--- src/rtl/exc_ctrl.sv ---
module exc_ctrl #(
  parameter logic [31:0] BOOT_VEC = 32'hBFC0_0180,
  parameter logic [31:0] NORM_VEC = 32'h8000_0080
) (
  input  logic        clk,
  input  logic        rst_n,
  input  logic [5:0]  hw_irq,
  input  logic [1:0]  if_req,
  input  logic [31:0] if_pc,
  input  logic        if_bd,
  input  logic [3:0]  id_req,
  input  logic [31:0] id_pc,
  input  logic        id_bd,
  input  logic        ex_ovf,
  input  logic [31:0] ex_pc,
  input  logic        ex_bd,
  input  logic [2:0]  mem_req,
  input  logic [31:0] mem_pc,
  input  logic        mem_bd,
  input  logic [31:0] int_pc,
  input  logic        int_bd,
  input  logic        rfe,
  input  logic        reg_wr_en,
  input  logic [1:0]  reg_addr,
  input  logic [31:0] reg_wdata,
  output logic [31:0] reg_rdata,
  output logic        exc_taken,
  output logic [31:0] redirect_pc
);
  localparam logic [4:0] C_INT = 5'd0,  C_ADL = 5'd4,  C_ADS = 5'd5,  C_IBE = 5'd6;
  localparam logic [4:0] C_DBE = 5'd7,  C_SYS = 5'd8,  C_BRK = 5'd9,  C_RSV = 5'd10;
  localparam logic [4:0] C_CPU = 5'd11, C_OVF = 5'd12;

  logic        bev;
  logic [7:0]  im;
  logic [5:0]  sr;
  logic [1:0]  sw_ip;
  logic [4:0]  code;
  logic        bd;
  logic [31:0] epc;

  logic [4:0]  sel_code;
  logic [31:0] sel_pc;
  logic        sel_bd;
  logic        sync_go, irq_go;
  logic [7:0]  irq_hit;
  logic        wr_ok, wr_sr, wr_cause;

  assign irq_hit  = {hw_irq, sw_ip} & im;
  assign irq_go   = sr[0] & (|irq_hit);
  assign sync_go  = |{mem_req, ex_ovf, id_req, if_req};
  assign exc_taken = sync_go | irq_go;
  assign redirect_pc = bev ? BOOT_VEC : NORM_VEC;

  assign wr_ok    = reg_wr_en & ~exc_taken;
  assign wr_sr    = wr_ok & (reg_addr == 2'd0);
  assign wr_cause = wr_ok & (reg_addr == 2'd1);

  always_comb begin
    sel_code = C_INT;
    sel_pc   = int_pc;
    sel_bd   = int_bd;
    if (|mem_req) begin
      sel_pc = mem_pc;
      sel_bd = mem_bd;
      if (mem_req[0])      sel_code = C_ADL;
      else if (mem_req[1]) sel_code = C_ADS;
      else                 sel_code = C_DBE;
    end else if (ex_ovf) begin
      sel_pc   = ex_pc;
      sel_bd   = ex_bd;
      sel_code = C_OVF;
    end else if (|id_req) begin
      sel_pc = id_pc;
      sel_bd = id_bd;
      if (id_req[0])      sel_code = C_RSV;
      else if (id_req[1]) sel_code = C_CPU;
      else if (id_req[2]) sel_code = C_SYS;
      else                sel_code = C_BRK;
    end else if (|if_req) begin
      sel_pc   = if_pc;
      sel_bd   = if_bd;
      sel_code = if_req[0] ? C_ADL : C_IBE;
    end
  end

  always_ff @(posedge clk) begin
    if (!rst_n) begin
      bev   <= 1'b1;
      im    <= '0;
      sr    <= '0;
      sw_ip <= '0;
      code  <= C_INT;
      bd    <= 1'b0;
      epc   <= '0;
    end else if (exc_taken) begin
      sr   <= {sr[3:0], 2'b00};
      code <= sel_code;
      bd   <= sel_bd;
      epc  <= sel_bd ? sel_pc - 32'd4 : sel_pc;
    end else begin
      if (rfe) sr <= {sr[5:4], sr[5:2]};
      if (wr_sr) begin
        bev <= reg_wdata[22];
        im  <= reg_wdata[15:8];
        sr  <= reg_wdata[5:0];
      end
      if (wr_cause) sw_ip <= reg_wdata[9:8];
    end
  end

  always_comb begin
    case (reg_addr)
      2'd0:    reg_rdata = {9'b0, bev, 6'b0, im, 2'b0, sr};
      2'd1:    reg_rdata = {bd, 15'b0, hw_irq, sw_ip, 1'b0, code, 2'b0};
      2'd2:    reg_rdata = epc;
      default: reg_rdata = '0;
    endcase
  end
endmodule

--- config.mk ---
export PLATFORM = sky130hd
export DESIGN_NAME = exc_ctrl
export DESIGN_NICKNAME = d
export VERILOG_FILES = /design/src/rtl/exc_ctrl.sv
export SDC_FILE = /design/constraint.sdc
export NUM_CORES = 1
export LEC_CHECK = 0
export BUFFER_PORTS_ARGS = -buffer_cell sky130_fd_sc_hd__buf_4
export CAP_MARGIN = 0
export CORE_AREA = 2 2 109 111
export CTS_CLUSTER_DIAMETER = 60
export DETAILED_ROUTE_END_ITERATION = 7
export DIE_AREA = 0 0 111 113
export GPL_ROUTABILITY_DRIVEN = 0
export PLACE_DENSITY_LB_ADDON = 0.1
export SYNTH_ARGS = -nofsm -noshare
export SYNTH_HDL_FRONTEND = slang
export SYNTH_SLANG_ARGS = --single-unit
--- constraint.sdc ---
create_clock -name clk -period 5.5 [get_ports clk]
set_clock_uncertainty 0.05 [all_clocks]
set_input_delay 0.825 -clock clk [delete_from_list [all_inputs] [get_ports clk]]
set_output_delay 0.825 -clock clk [all_outputs]
set_load 0.005 [all_outputs]
==> metrics, run 1 <==
global-route usage over all layers=27.7%; Avg Cell Area, Syn=between 7 and 8 um^2; Top FF cell, synth=dfxtp_1; worst skew pair latency=0.29 ns; most used cell, CP=o31a_1; Tmin final=4.03 ns; Max Freq=248 MHz; Slew @ Worst Pin=1.06 ns; WS Path Type=input pin to register; Placed Cells=997; clock slew at reported path FFs=0.07 ns; CP max stage delay=0.72 ns; area grow syn2layout=37.5%; CTS sink count=54; CP Data Arrival Time=between 4 and 5 ns; WP buf/inv=1; DIE AREA=12500 um^2; post_cts resized=0; nets=roughly 1.1k; Placed Area=6560 um^2; part of the cycle the worst path needs=73.3%; Crit path max-delay family=simple AND/OR/NAND/NOR gates; vias per inst=5.80; post-route antenna net violation count=0; Max Buffers Root-to-Sink=2; status=finished clean; postcts setup bufs=0; Syn. warnings=0; DP HPWL=14800 um; antenna cell count=0; Required @ worst endpoint=around 5.6 ns; Leakage=about 2.8 nW; Die H=113 um; first-pass GRT wire length=28300 um; Synth Cell Area=4870 um^2; Worst VDD drop=0.000183 V; Seq/Total Area, Yosys=22.2%; IO buf count=between 200 and 250; CP Cell Sequence=buf_4, or4_4, a211oi_1, o31a_1, ha_1, o221ai_1, nor4_1, nand3_1, o31a_1, a311o_1; Yosys reg bits=54; pwr/cell area=about 160 nW/um^2; max_cap viols=0; GR Overflow Total=0; DR vias=5825; pin count of the biggest net entering global routing=53; RSZ-0062 raised after global routing=false; final hold vios=0; Non-Filler Instances=1005; Fill cells=1052; Site Rows=39; number of top-level pins=284; drt total wl=roughly 19000 um; DRC Markers=0; final setup margin=1.47 ns; layout cells sized above 1=32.6%; Slowest cell on crit path=or4_4; Die Wd=around 110 um; worst hold path startpoint=epc[21]$_SDFFE_PN0P_; CTS H-tree lvls=2; Yosys cell types=66; initial antenna violation count=0; Hold Crit Class=register to register; Post-synth ARST share=0%; Post-synth EDFFs=0; startpoint types=input pin; Critical path origin=id_req[1]; Slew HR=28.9%; Final Max Tran Viols=0; total chip power=1.07 mW; Pre-Repair DR Iteration Count=5; Wirelength per Cell=18.4 um; final setup vio count=0; FF-to-FF Start=im[3]$_SDFFE_PN0P_; CTS Buf Count=5; largest fanout on the critical path=30; post-route cell area=6700 um^2; Setup crit end kind=register; DR iter-0 viols=between 400 and 500; Core Box Area=11300 um^2; CTS tree=built; post-synthesis cell count=674; Final TNS setup=0 ns; Clock Tree Root=clkbuf_16; Starting Density=43.2%; Post-Place Setup Slack=~1.2 ns; vias in the first global route=5480; cts hold-fix bufs=0
## layout by cell type, fill, tap and decap left out, types with 7 or more instances in the layout
cell type,netlist,layout
a211oi_1,33,32
o21ai_0,54,54
conb_1,2,23
inv_1,10,10
nand3_1,16,16
nand2_1,75,75
nor2_1,49,48
o21a_1,18,18
a22oi_1,7,7
a21oi_1,34,34
or3_1,8,8
xor2_1,10,10
dfxtp_1,54,54
nor3_1,16,15
mux2i_1,26,26
o31a_1,21,21
and2_1,17,17
buf_4,32,251
nor4_1,13,11
xnor2_1,13,13
a31oi_1,19,19
## cells by family after synthesis
kind of cell / after synthesis / share of synthesized area [%]
multiplexers: 26 / 5.34
AO/OA/AOI/OAI: 232 / 32.5
other: 2 / 0.154
buffers and inverters: 103 / 10.9
flip-flops: 54 / 22.2
XOR/XNOR: 23 / 4.13
adder cells (fa/ha/maj): 1 / 0.257
AND/OR/NAND/NOR: 233 / 24.5
## path summary, 6_finish.rpt
path | slack [ns] | cells after the start | endpoint
min | 0.40 | 2 | epc[21]$_SDFFE_PN0P_
max | 1.47 | 10 | epc[20]$_SDFFE_PN0P_
max reg2reg | 2.59 | 8 | sr[3]$_SDFFE_PN0P_
min reg2reg | 0.40 | 2 | epc[21]$_SDFFE_PN0P_
## per-layer routing
| layer | up-vias | part of all wire (%) | track usage, % |
|---|---|---|---|
| met5 | - | 0 | 0 |
| met4 | 0 | 1.5 | 5.25 |
| met3 | 21 | 9.2 | 5.25 |
| met2 | 294 | 48 | 48.7 |
| met1 | 2714 | 41 | 35.9 |
| li1 | 2796 | - | - |
## cells in the mapped netlist (18+ instances only)
master | number | share of area (%)
mux2i_1 | 26 | 5.3
a21oi_1 | 34 | 3.5
buf_4 | 32 | 4.9
o31a_1 | 21 | 3.8
nand2_1 | 75 | 5.8
clkbuf_1 | 42 | 3.2
a211oi_1 | 33 | 5.1
dfxtp_1 | 54 | 22
o21ai_0 | 54 | 5.5
nor2_1 | 49 | 3.8
a31oi_1 | 19 | 2.4
o21a_1 | 18 | 2.8
## final cells by class
type                       instances  area (um^2)  area share, %
inverter                          11         41.3          0.616
clock inverter                     2         13.8          0.205
timing repair buffer             251         1880           28.1
tap                              143          179           2.67
multi-input combinational        538         3370           50.3
clock buffer                       6          129           1.92
sequential                        54         1080           16.1
## metrics by stage
step,hold WS (ns),utilization [%]
floorplan,0.377,-
global placement,0.388,58.2
detailed placement,0.393,58.2
CTS,0.400,59.5
global route,0.420,59.5
finish,0.402,59.5
## tightest hold or removal path: cells and delay by family (launching register included)
family | cells | cell delay [ns]
flip-flops | 1 | 0.31
AO/OA/AOI/OAI | 1 | 0.05
AND/OR/NAND/NOR | 1 | 0.05
## flip-flops by register name, indices dropped and copies added, names as in the netlist
signal and flops:
bd 1, bev 1, code 4, epc 32
im 8, sr 6, sw_ip 2
## report_power, final
part	leakage [nW]	switching [mW]	internal, mW	total, mW
combinational	2.24	0.166	0.172	0.338
sequential	0.445	0.0111	0.410	0.421
clock	0.0708	0.144	0.169	0.314
total	2.76	0.321	0.752	1.07
Note: power is estimated with default switching activity, not from simulation.
==> inputs of run 2 (changes only) <==
- CORE_AREA: 2 2 109 111 -> default
- CORE_ASPECT_RATIO: default -> 0.7
- CORE_UTILIZATION: default -> 45
- DIE_AREA: 0 0 111 113 -> default
- clock period: 5.5 -> 4 ns (I/O delays scaled with it)
==> run 2 against run 1 <==
Against the previous run: wire length is 0.58% higher; via count is 3.4% higher; first-iteration DRC count is 28% higher; count of clock-buffer cells in the layout is 1 higher; core utilization is 6.4 points higher; cell count is 0.80% higher; register-to-register slack worse by 1.1 ns; final area is 2.5% higher; sequential share of layout area is 0.40 points lower; hold slack better by 0.0063 ns; largest power group unchanged.
==> metrics, run 2 (same netlist as run 1, synthesis figures left out) <==
status=finished clean; Combinational Power Share=31.1% (-0.4 points); DR iter-0 viols=533 (+28%); initial antenna violation count=0 (unchanged); number of top-level pins=284 (unchanged); largest fanout on the critical path=23 (-23%); Psw=0.440 mW (+37%); startpoint types=input pin; Slew @ Worst Pin=1.11 ns (+0.0501 ns); Die Wd=126 um (+14%); final hold vios=0 (unchanged); Site Rows=31 (-21%); Wirelength per Cell=18.4 um (-0.21%); CTS tree=built; layout cells sized above 1=33.9% (+1.3 points); max_cap viols=0 (unchanged); Sw Ratio=28.4% (-1.5 points); Required @ worst endpoint=4.16 ns (-1.47 ns); Largest regs=epc (32), im (8), sr (6); Slowest cell on crit path=or4_4; IO buf count=243 (unchanged); Core Box Area=10400 um^2 (-7.4%); Seq pwr share=37.4% (-1.9 points); pwr/cell area=225 nW/um^2 (+41%); Cell Int Power=1.11 mW (+47%); drt total wl=18600 um (+0.58%); area grow syn2layout=41.0%; vias in the first global route=5637 (+2.9%); Starting Density=46.7% (+3.5 points); global-route usage over all layers=32.3% (+4.5 points); pin count of the biggest net entering global routing=37 (-30%); Slew HR=25.6% (-3.3 points); worst skew pair latency=0.29 ns (about the same); CP max stage delay=0.72 ns (about the same); Setup crit end kind=register; WS Path Type=input pin to register; total chip power=1.55 mW (+44%); most frequent cells in the layout=buf_4 (269), nand2_1 (75), o21ai_0 (54), dfxtp_1 (54), nor2_1 (48); CP Cell Sequence=buf_4, or4_4, a211oi_1, o31a_1, ha_1, o221ai_1, nor4_1, buf_4, nand2_1, nor4b_1, nand4_1, o211ai_1; WP buf/inv=2 (+1); most common library cell in the layout ignoring fill and taps=buf_4; Worst VDD drop=0.000189 V (+3.1%); reg2reg setup slack=1.50 ns (-1.09 ns); CTS H-tree lvls=2 (unchanged); DIE AREA=11300 um^2 (-10%); DR vias=6023 (+3.4%); most flop-heavy register=epc; Clock Tree Root=clkbuf_16; final setup vio count=0 (unchanged); CTS sink count=54 (unchanged); GR Overflow Total=0 (unchanged); Tmin final=3.61 ns; antenna cell count=0 (unchanged); postcts setup bufs=0 (unchanged); post-route antenna net violation count=0 (unchanged); Leakage=2.86 nW (+3.7%); first-pass GRT wire length=28600 um (+1.2%); DP HPWL=14700 um (-0.94%); CTS Buf Count=5 (unchanged); RSZ-0062 raised after global routing=false; clock network power share=31.5% (+2.3 points); Final Max Tran Viols=0 (unchanged); Largest register FFs=32 (unchanged); final setup margin=0.389 ns (-1.08 ns); Post-Place Setup Slack=-0.0129 ns (-1.23 ns); Fill cells=907 (-14%); part of the cycle the worst path needs=90.3%; vias per inst=5.95 (+2.6%); Pre-Repair DR Iteration Count=5 (unchanged); CP Data Arrival Time=3.77 ns (-0.39 ns); Max Freq=277 MHz; Crit path max-delay family=simple AND/OR/NAND/NOR gates; Max Buffers Root-to-Sink=2 (unchanged); most used cell, CP=buf_4; clock slew at reported path FFs=0.07 ns (about the same); nets=1100 (+1.8%); Die H=89.1 um (-21%); Hold Crit Class=register to register; DRC Markers=0 (unchanged)
-- run 2: worst paths after layout --
kind                         startpoint              endpoint  cells after the start
setup / recovery              id_req[1]  epc[28]$_SDFFE_PN0P_                     12
hold / removal      epc[3]$_SDFFE_PN0P_   epc[3]$_SDFFE_PN0P_                      2
setup reg to reg  sw_ip[1]$_SDFFE_PN0P_    sr[2]$_SDFFE_PN0P_                      8
hold reg to reg     epc[3]$_SDFFE_PN0P_   epc[3]$_SDFFE_PN0P_                      2
-- run 2: routing by layer --
| metal | part of all wire (%) | global-route usage (%) | routed length (um) |
|---|---|---|---|
| met5 | 0 | 0 | 0 |
| met4 | 2.0 | 9.20 | 369 |
| met3 | 8.4 | 5.69 | 1560 |
| met2 | 47 | 57.0 | 8790 |
| met1 | 42 | 41.0 | 7920 |
-- run 2: timing repair --
| action | 4_1_cts | 5_1_grt |
|---|---|---|
| gates resized for setup | 0 | 1 |
| endpoints found under the setup margin | 0 | 1 |
| endpoints found under the hold margin | 0 | 0 |
| hold buffers | 0 | 0 |
-- run 2: area by class of cell --
type | count | area, um^2 | share of cell area (%)
Inverter | 11 | 41.3 | 0.601
Clock inverter | 1 | 30.0 | 0.437
Tap cell | 132 | 165 | 2.40
Sequential cell | 54 | 1080 | 15.7
Timing Repair Buffer | 270 | 2040 | 29.7
Multi-Input combinational cell | 538 | 3380 | 49.2
Clock buffer | 7 | 133 | 1.93
-- run 2: per-stage QoR --
stage / std cells / hold slack (ns) / cell area (um^2) / TNS (ns) / utilization, %
final: 1013 / 0.409 / 6870 / 0 / 65.9
after CTS: 1013 / 0.408 / 6860 / 0 / 65.8
after global routing: 1013 / 0.419 / 6870 / 0 / 65.9
after detailed placement: 1005 / 0.400 / 6700 / -0.0129 / 64.2
after global placement: 1005 / 0.396 / 6700 / 0 / 64.2
after floorplan: 695 / 0.377 / 4950 / 0 / -
-- run 2: worst min-delay path, delay by kind of cell (launching register included) --
kind | cells | cell delay (ns)
compound gates | 1 | 0.05
flops | 1 | 0.31
simple gates | 1 | 0.05
-- run 2: power groups by stage --
stage               logic, mW  registers, mW  clock network, mW
CTS                     0.472          0.579              0.485
detailed placement      0.470          0.591                  0
global route            0.516          0.582              0.505
finish                  0.481          0.579              0.488
floorplan               0.240          0.585                  0
global placement        0.459          0.591                  0
==> inputs of run 3 (changes only) <==
- CTS_BUF_LIST: default -> sky130_fd_sc_hd__clkbuf_8 sky130_fd_sc_hd__clkbuf_16
==> run 3 against run 2 <==
Against the previous run: die area did not move; cell count did not move; via count rose by 0.15%; non-clock buffer count did not move; clock power fell by 1%; setup slack improved by 0.0077 ns; final area did not move; sequential cell count did not move; core utilization did not move; combinational power barely moved; largest power group unchanged.
==> metrics, run 3 (same netlist as run 1, synthesis figures left out) <==
Post-Place Setup Slack=-0.0129 ns (unchanged); Wirelength per Cell=18.5 um (+0.26%); most frequent cells in the layout=buf_4 (269), nand2_1 (75), o21ai_0 (54), dfxtp_1 (54), nor2_1 (48); RSZ-0062 raised after global routing=false; Starting Density=46.7% (unchanged); antenna cell count=0 (unchanged); Final Max Tran Viols=0 (unchanged); Slew @ Worst Pin=1.10 ns (-0.00954 ns); layout cells sized above 1=33.9% (unchanged); drt total wl=18700 um (+0.26%); initial antenna violation count=0 (unchanged); most common library cell in the layout ignoring fill and taps=buf_4; status=finished clean; Site Rows=31 (unchanged); post-route antenna net violation count=0 (unchanged); Critical path origin=id_req[1]; CTS tree=built; total chip power=1.54 mW (-0.30%); Max Freq=277 MHz (+0.21%); postcts setup bufs=0 (unchanged); Fill cells=907 (unchanged); DP HPWL=14700 um (unchanged); Worst VDD drop=0.000189 V (-0.15%); Largest register FFs=32 (unchanged); Core Box Area=10400 um^2 (unchanged); CTS H-tree lvls=2 (unchanged); Largest regs=epc (32), im (8), sr (6); worst r2r dst=sr[2]$_SDFFE_PN0P_; Tmin final=3.60 ns (-0.00773 ns); Pre-Repair DR Iteration Count=5 (unchanged); nets=1100 (unchanged); Leakage=2.87 nW (+0.29%); Die H=89.1 um (unchanged); final hold vios=0 (unchanged); part of the cycle the worst path needs=90.1% (-0.19 points); Clock Tree Root=clkbuf_16; DIE AREA=11300 um^2 (unchanged); pwr/cell area=225 nW/um^2 (-0.30%); worst skew pair latency=0.29 ns (about the same); Setup crit end kind=register; Die Wd=126 um (unchanged); Sequential Area=1080 um^2 (unchanged); final setup vio count=0 (unchanged); CTS sink count=54 (unchanged); FF-to-FF Start=sw_ip[1]$_SDFFE_PN0P_; number of top-level pins=284 (unchanged); final setup margin=0.396 ns (+0.00773 ns); DR vias=6032 (+0.15%); crit path to=epc[28]$_SDFFE_PN0P_; Hold WS=0.408 ns (-0.000875 ns); r2r worst-path depth=8 (unchanged); most flop-heavy register=epc; DRC Markers=0 (unchanged); vias in the first global route=5637 (unchanged); vias per inst=5.95 (+0.15%); DR iter-0 viols=536 (+0.56%); pin count of the biggest net entering global routing=37 (unchanged); global-route usage over all layers=32.3% (unchanged); IO buf count=243 (unchanged); cts hold-fix bufs=0 (unchanged); CP Data Arrival Time=3.77 ns (about the same); reg2reg setup slack=1.49 ns (about the same); first-pass GRT wire length=28600 um (unchanged); WS Path Type=input pin to register; Required @ worst endpoint=4.16 ns (about the same); GR Overflow Total=0 (unchanged); Slew HR=26.2% (+0.64 points); Hold Crit Class=register to register; multi-input logic area=3380 um^2 (unchanged); clock slew at reported path FFs=0.07 ns (about the same); largest fanout on the critical path=23 (unchanged); Max Buffers Root-to-Sink=2 (unchanged); max_cap viols=0 (unchanged); area grow syn2layout=41.0% (unchanged); CTS Buf Count=5 (unchanged); startpoint types=input pin
==> run 3: changes by cell type in the layout (fill, tap and decap cells not counted), sizes merged <==
cell and change:
clkbuf -2, inv +2
==> run 3: worst min path at each step <==
stage	from	to	slack [ns]	cells past startpoint
global route	epc[7]$_SDFFE_PN0P_	epc[7]$_SDFFE_PN0P_	0.42	2
CTS	epc[8]$_SDFFE_PN0P_	epc[8]$_SDFFE_PN0P_	0.41	2
floorplan	epc[7]$_SDFFE_PN0P_	epc[7]$_SDFFE_PN0P_	0.38	2
finish	epc[8]$_SDFFE_PN0P_	epc[8]$_SDFFE_PN0P_	0.41	2
global placement	epc[7]$_SDFFE_PN0P_	epc[7]$_SDFFE_PN0P_	0.40	2
detailed placement	epc[8]$_SDFFE_PN0P_	epc[8]$_SDFFE_PN0P_	0.40	2
==> run 3: routing by layer <==
| layer | GRT usage [%] | part of all wire [%] |
|---|---|---|
| met4 | 9.20 | 2.0 |
| met5 | 0 | 0 |
| met1 | 41.0 | 43 |
| met3 | 5.69 | 8.2 |
| met2 | 57.0 | 47 |
==> run 3: timing repair <==
item                                    4_1_cts  5_1_grt
endpoints found under the setup margin        0        1
hold endpoints to repair                      0        0
resized for setup                             0        1
==> run 3: per-stage QoR <==
stage	TNS, ns	area, um^2	util (%)	cells
after floorplan	0	4950	-	695
after CTS	0	6860	65.8	1013
after global placement	0	6700	64.2	1005
final	0	6870	65.9	1013
after global routing	0	6870	65.9	1013
after detailed placement	-0.0129	6700	64.2	1005
==> run 3: critical path, stage by stage <==
cell	delay, ns
buf_4	0.12
or4_4	0.72
a211oi_1	0.33
o31a_1	0.22
ha_1	0.20
o221ai_1	0.19
nor4_1	0.29
buf_4	0.19
nand2_1	0.10
nor4b_1	0.48
nand4_1	0.18
o211ai_1	0.14
==> run 3: where the power goes <==
| group | switching, mW | internal [mW] | leakage [nW] | total [mW] |
|---|---|---|---|---|
| sequential | 0.0149 | 0.564 | 0.445 | 0.579 |
| clock | 0.192 | 0.291 | 0.0864 | 0.483 |
| combinational | 0.233 | 0.248 | 2.34 | 0.481 |
==> run 3: cell type report <==
| cell class | instances | area share [%] |
|---|---|---|
| clock buffers | 5 | 1.82 |
| clock inverters | 3 | 0.546 |
| flip-flops and latches | 54 | 15.7 |
| inverters | 11 | 0.601 |
| repair buffers | 270 | 29.7 |
| well taps | 132 | 2.40 |
| multi-input cells | 538 | 49.2 |
